`src/rtl/tri_add_unit.sv`:
```
module tri_add_unit #(
  parameter int W = 32
) (
  input  logic          clk,
  input  logic          rst,
  input  logic          in_valid,
  input  logic [1:0]    form,
  input  logic [63:0]   insn,
  input  logic [W-1:0]  src_a,
  input  logic [W-1:0]  src_b,
  input  logic [W-1:0]  src_c,
  output logic          out_valid,
  output logic [W-1:0]  result,
  output logic          illegal
);
  localparam int HW = W / 2;
  localparam logic [1:0] FORM_REG = 2'd0;

  function automatic logic [W-1:0] pick_half(input logic [1:0] h, input logic [W-1:0] x);
    case (h)
      2'd1:    pick_half = {{HW{1'b0}}, x[HW-1:0]};
      2'd2:    pick_half = {{HW{1'b0}}, x[W-1:HW]};
      default: pick_half = x;
    endcase
  endfunction

  logic          is_reg;
  logic [1:0]    h_a, h_b, h_c, mode;
  logic [W-1:0]  sel_a, sel_b, sel_c;
  logic [W-1:0]  op_a, op_b, op_c;
  logic [W:0]    sum_ab;
  logic [W-1:0]  partial;
  logic          bad_code;
  logic          unused_bits;

  assign unused_bits = ^{insn[63:52], insn[48:39], insn[30:0]};

  assign is_reg = (form == FORM_REG);
  assign h_a  = is_reg ? insn[36:35] : 2'd0;
  assign h_b  = is_reg ? insn[34:33] : 2'd0;
  assign h_c  = is_reg ? insn[32:31] : 2'd0;
  assign mode = is_reg ? insn[38:37] : 2'd0;

  assign sel_a = pick_half(h_a, src_a);
  assign sel_b = pick_half(h_b, src_b);
  assign sel_c = pick_half(h_c, src_c);

  assign op_a = insn[51] ? (~sel_a + 1'b1) : sel_a;
  assign op_b = insn[50] ? (~sel_b + 1'b1) : sel_b;
  assign op_c = insn[49] ? (~sel_c + 1'b1) : sel_c;

  assign sum_ab = {1'b0, op_a} + {1'b0, op_b};

  always_comb begin
    case (mode)
      2'd1:    partial = W'(sum_ab >> HW);
      2'd2:    partial = {sum_ab[HW-1:0], {HW{1'b0}}};
      default: partial = sum_ab[W-1:0];
    endcase
  end

  assign bad_code = (h_a == 2'd3) || (h_b == 2'd3) || (h_c == 2'd3) || (mode == 2'd3);

  always_ff @(posedge clk) begin
    if (rst) begin
      out_valid <= 1'b0;
      result    <= '0;
      illegal   <= 1'b0;
    end else begin
      out_valid <= in_valid;
      if (in_valid) begin
        result  <= partial + op_c;
        illegal <= bad_code;
      end
    end
  end
endmodule


```
`config.mk`:
```
export PLATFORM = sky130hd
export DESIGN_NAME = tri_add_unit
export DESIGN_NICKNAME = d
export VERILOG_FILES = /design/src/rtl/tri_add_unit.sv
export SDC_FILE = /design/constraint.sdc
export NUM_CORES = 1
export LEC_CHECK = 0
export ABC_CLOCK_PERIOD_IN_PS = 9820
export BUFFER_PORTS_ARGS = -buffer_cell sky130_fd_sc_hd__buf_2
export CAP_MARGIN = 20
export CORE_MARGIN = 2
export CORE_UTILIZATION = 57
export CTS_BUF_LIST = sky130_fd_sc_hd__clkbuf_8
export DETAILED_ROUTE_END_ITERATION = 8
export PLACE_DENSITY = 0.85
export SLEW_MARGIN = 20
export SYNTH_ARGS = -nofsm -noshare
export SYNTH_HDL_FRONTEND = slang
export SYNTH_SLANG_ARGS = --single-unit
```
`constraint.sdc`:
```
create_clock -name clk -period 9.82 [get_ports clk]
set_clock_uncertainty 0.05 [all_clocks]
set_input_delay 0.982 -clock clk [delete_from_list [all_inputs] [get_ports clk]]
set_output_delay 0.982 -clock clk [all_outputs]
set_load 0.02 [all_outputs]
```
# Word level (Yosys, flattened, before mapping)
# Cells that the tools add are included.
[word_totals] word_cells=38 mem_count=0 mem_bits_rw=0 romBits=0 latchBits=0 regBits=34 inputBits=165
[classes] magnitude_cmp=0 shift=0 bitwise_logic=3 mux=11 div_mod_pow=0 n_addsub=5 multipliers=0 reduce_logical=4 n_eq_ne=12
[ops] cell="32-bit one-hot mux with 2 select lines" count=4
[ops] cell="32-bit by 1-bit adder with 32-bit output (second input constant)" count=3
[ops] cell="32-bit two-way mux" count=3
[ops] cell="32-bit NOT" count=3
[ops] cell="32-bit by 32-bit adder with 33-bit output" count=1
[ops] cell="32-bit adder" count=1
[ops] cell="2-bit == test (second input constant)" count=8
[ops] cell="2-bit by 1-bit == test with 1-bit output (second input constant)" count=4
[ops] cell="2-bit two-way mux" count=4
[ops] cell="1-bit logical OR" count=3
[ops] cell="2-bit logical NOT" count=1

# Longest topological paths before layout
[depth] depth_word=10 depth_mapped=39 depth_no_buf=35

# Least setup slack after synthesis
# Ideal clock, no wire load.
[synth_timing] kind="input -> register" start="input form[1]" end="register result[30]" arrival_time_ps=7996 path_buffers=2 setup_slack_ps=1623 path_stages=34 required_time_ps=9619 cell_sequence="nor2_1 nand2_1 inv_1 ha_1 clkbuf_1 or2_2 clkbuf_1 a22o_1 inv_1 ha_1 inv_1 or3_1 nand2b_1 nand2b_1 and2_1 xnor2_1 ha_1 and3_1 nand2_1 a2111oi_0 o21ai_0 o211ai_1 mux2i_1 nand2_1 ha_1 nand3_1 o22ai_1 a221oi_1 o21a_1 a21oi_1 or4b_2 o2111ai_1 mux2i_1 o311ai_0"
[synth_between] elab_chain_len=10 elab_cells_between_ends=28 classes_between="add/sub (5); eq/ne (8); mux (11); bitwise (3); reduce/logical (1)"
[synth_lines] element="start: declaration" line="7" rtl="input logic [1:0] form,"
[synth_lines] element="2-bit logical NOT (*)" line="38" rtl="assign is_reg = (form == FORM_REG);"
[synth_lines] element="2-bit two-way mux (on tied branches)" line="39, 40"
[synth_lines] element="2-bit == test / 2-bit by 1-bit == test with 1-bit output (equally long branches)" line="20" rtl="case (h)"
[synth_lines] element="32-bit one-hot mux with 2 select lines" line="20"
[synth_lines] element="32-bit NOT (on tied branches)" line="48, 49"
[synth_lines] element="32-bit by 1-bit adder with 32-bit output (on tied branches)" line="48, 49"
[synth_lines] element="32-bit two-way mux (on tied branches)" line="48, 49"
[synth_lines] element="32-bit by 32-bit adder with 33-bit output" line="52" rtl="assign sum_ab = {1'b0, op_a} + {1'b0, op_b};"
[synth_lines] element="32-bit one-hot mux with 2 select lines" line="55" rtl="case (mode)"
[synth_lines] element="32-bit adder (*)" line="72" rtl="result <= partial + op_c;"
[synth_lines] element="end signal: assignment" line="72"
[synth_lines] element="end: declaration" line="13" rtl="output logic [W-1:0] result,"
# Mark *: on every way between the ends. The rest lies on a longest branch, timed or not.
# A chain may end at the register's enable or synchronous reset.

# Worst setup path after layout
# Ends and elaborated chain as after synthesis.

==> run summary <==
Area fraction of the dominant cell type after synthesis -> 12.3%
Final critical path time including I/O delays and setup -> 9.03 ns
Area of the mapped netlist -> 7960 um^2
Total Wirelength -> 24.9 mm
Post-synthesis register bit count -> 34
DR pass1 iterations -> 6
Count of standard-cell rows -> 43
Worst voltage drop across the vdd grid -> 0.103 mV
Detailed placement HPWL -> 20.2 mm
Area used by sequential logic in the layout -> 681 um^2
Worst reg2reg setup slack -> 8.99 ns
Biggest fanout along the worst timing path -> 12
Smallest setup slack after layout -> 0.791 ns
Worst min path class -> reg2reg
Worst slack at placement -> 0.672 ns
Hold buffers post-CTS -> 0
Number of global-route vias before repair -> 8028
Clock tree from TritonCTS -> done
Leading post-synthesis cells by instance count -> sky130_fd_sc_hd__nand2_1, sky130_fd_sc_hd__o21ai_0, sky130_fd_sc_hd__nor2_1
Remaining antenna violation count -> 0
Maximum buffer depth of the clock tree -> 2
Syn nets -> 1367
Total buffers and inverters traversed by the critical path -> 4
RSZ-0062 raised after global routing -> false
Critical Path Max Stage Delay -> 0.62 ns
Post-Synth Simple-Gate Area -> 22.7%
Count of clock tree sinks -> 34
Inserted Clock Buffers -> 5
Starting Density -> 57.8%
Post-route DRC -> 0
Floorplan core area -> 13800 um^2
PostCTS Resize Cnt -> 0
Category of the most critical setup path -> in2reg
Die height -> 122 um
CP max-delay cell -> sky130_fd_sc_hd__or4b_2
Unique cell type count in the Yosys netlist -> 72
Via-per-instance ratio -> 6.48
Dominant cell by count in the synthesized netlist -> sky130_fd_sc_hd__nand2_1
Leakage Power -> 4.11 nW
Compound-cell area share of the yosys netlist -> 35.1%
Cell area after layout -> 8900 um^2
Critical Path AT -> 9.13 ns
Dominant combinational cell family by area after synthesis -> compound AO/OA/AOI/OAI gates
Proportion of synthesized area in mux cells -> 3.66%
Global-route wire length before repair -> 38.7 mm
Number of synthesized flops with an enable pin -> 0
Outcome -> complete, no violations
Drt wl/cell -> 17.6 um
Number of hold violations in the final report -> 0
Top area cells in the synthesized netlist -> sky130_fd_sc_hd__ha_1, sky130_fd_sc_hd__dfxtp_1, sky130_fd_sc_hd__xnor2_1, sky130_fd_sc_hd__o21ai_0, sky130_fd_sc_hd__a22o_1
Area growth from synthesis to layout -> 11.8%
Post-route fraction of the period consumed by the critical path -> 91.9%
Die Wd -> 122 um
Average cell area after synthesis -> 7.10 um^2
Sequential element share of the synthesized area -> 8.55%
Area leader, netlist -> sky130_fd_sc_hd__ha_1
Routed vias -> 9150
Layout cell share with drive strength beyond 1 -> 14.6%
Area of placed instances -> 8770 um^2
Commonest register cell after synthesis -> sky130_fd_sc_hd__dfxtp_1
Fin nets -> 1476
Power per standard cell area -> 207 nW/um^2
Synth Area in XOR/XNOR -> 12.6%
Largest net degree at the start of global routing -> 43
Yosys synthesis warning count -> 0
Worst slew pin tran -> 0.950 ns
Top delay family on crit path -> simple AND/OR/NAND/NOR gates
Final-layout setup total negative slack -> 0 ns
Async S/R FF share, synth -> 0%
Global-route total usage across every layer -> 32.5%
Final setup violation count -> 0
H-tree depth -> 2
Fill cell instance count of the final layout -> 1276
Required time reported for the critical path endpoint -> 9.92 ns
Type of element capturing the critical path -> register
Total of buffers placed on input and output ports -> 145
Area of combinational cells with multiple inputs -> 6910 um^2
CTS Root Cell -> sky130_fd_sc_hd__clkbuf_8
Total power of the final layout -> 1.84 mW
Synthesized-area fraction occupied by adder cells -> 12.8%
Number of buffers added for setup after CTS -> 0
RD Place Congestion -> 1.02
Highest clock frequency the design can meet -> 111 MHz
GRT Residual Overflow -> 0
Max-cap violations -> 0
Iter 0 DRT Violations -> 789
DIE AREA -> 14900 um^2
Worst-Skew Late Latency -> 0.30 ns
Initial antenna violation count -> 0
I/O pin count -> 199
Worst relative slew slack -> 36.1%
Worst path most repeated cell -> sky130_fd_sc_hd__ha_1
Number of diodes added for antenna fixing -> 0
Count of final max-slew check failures -> 0
Kind of start point of the critical path -> input pin
Synthesized netlist cell count -> 1122
Post-CTS clock slew at the launch and capture registers of the worst setup and hold paths -> 0.07 ns
state kept, by name, indices dropped and copies added, names as in the netlist:
| name | count |
|---|---|
| result | 32 |
| out_valid | 1 |
| illegal | 1 |
where the power goes:
part	switching, mW	internal [mW]
Clock	0.0591	0.102
Combinational	0.856	0.602
Sequential	0.0277	0.197
kinds of logic after synthesis:
family | count (synthesis)
flops | 34
fa+ha+maj | 80
buf+inv | 93
mux | 29
xor+xnor | 113
simple gates | 360
compound gates | 413
stage by stage:
| stage | cells | hold slack [ns] | util, % |
|---|---|---|---|
| 2_1_floorplan | 1122 | 0.505 | - |
| 3_3_place_gp | 1404 | 0.417 | 63.7 |
| 3_5_place_dp | 1404 | 0.423 | 63.7 |
| 4_1_cts | 1412 | 0.433 | 64.7 |
| 5_1_grt | 1412 | 0.451 | 64.7 |
| 6_report | 1412 | 0.430 | 64.7 |
per-layer routing:
| metal | GRT usage, % | routed length, um |
|---|---|---|
| met4 | 14.9 | 1220 |
| met2 | 56.7 | 11600 |
| met1 | 40.0 | 10100 |
| met3 | 3.56 | 1910 |
| met5 | 0 | 0 |
final cells by class:
cell class | count | area share (%)
clock buffer | 5 | 0.773
tap | 180 | 2.53
timing repair buffer | 154 | 8.91
multi-input combinational | 995 | 77.6
sequential | 34 | 7.64
inverter | 41 | 1.73
clock inverter | 3 | 0.773
final timing paths:
| kind | start | end | cells after the start |
|---|---|---|---|
| worst max-delay path | form[1] | result[30]$_SDFFE_PP0P_ | 33 |
| worst min-delay path | result[31]$_SDFFE_PP0P_ | result[31]$_SDFFE_PP0P_ | 2 |
| worst max register to register | result[25]$_SDFFE_PP0P_ | result[25]$_SDFFE_PP0P_ | 2 |
| worst min register to register | result[31]$_SDFFE_PP0P_ | result[31]$_SDFFE_PP0P_ | 2 |
cells in the final DEF (no fill, tap or decap), types with 15 or more instances in the layout:
cell type / synthesis / layout
sky130_fd_sc_hd__dfxtp_1: 34 / 34
sky130_fd_sc_hd__buf_2: 2 / 145
sky130_fd_sc_hd__nor2_1: 85 / 85
sky130_fd_sc_hd__a31oi_1: 15 / 15
sky130_fd_sc_hd__o21ai_0: 94 / 94
sky130_fd_sc_hd__nand2_1: 105 / 105
sky130_fd_sc_hd__mux2i_1: 28 / 28
sky130_fd_sc_hd__xnor2_1: 77 / 77
sky130_fd_sc_hd__a21o_1: 37 / 37
sky130_fd_sc_hd__o31ai_1: 15 / 15
sky130_fd_sc_hd__inv_1: 41 / 41
sky130_fd_sc_hd__xor2_1: 35 / 35
sky130_fd_sc_hd__ha_1: 78 / 78
sky130_fd_sc_hd__a21oi_1: 71 / 71
sky130_fd_sc_hd__nand2b_1: 20 / 20
sky130_fd_sc_hd__nor3_1: 30 / 30
sky130_fd_sc_hd__a211oi_1: 17 / 17
sky130_fd_sc_hd__a22o_1: 53 / 53
sky130_fd_sc_hd__nand3_1: 34 / 34
tightest hold or removal path, cell delays in order (launching register included):
cell                      delay, ns
sky130_fd_sc_hd__dfxtp_1       0.31
sky130_fd_sc_hd__nand2_1       0.06
sky130_fd_sc_hd__o22ai_1       0.06
(Power assumes the default switching activity.)
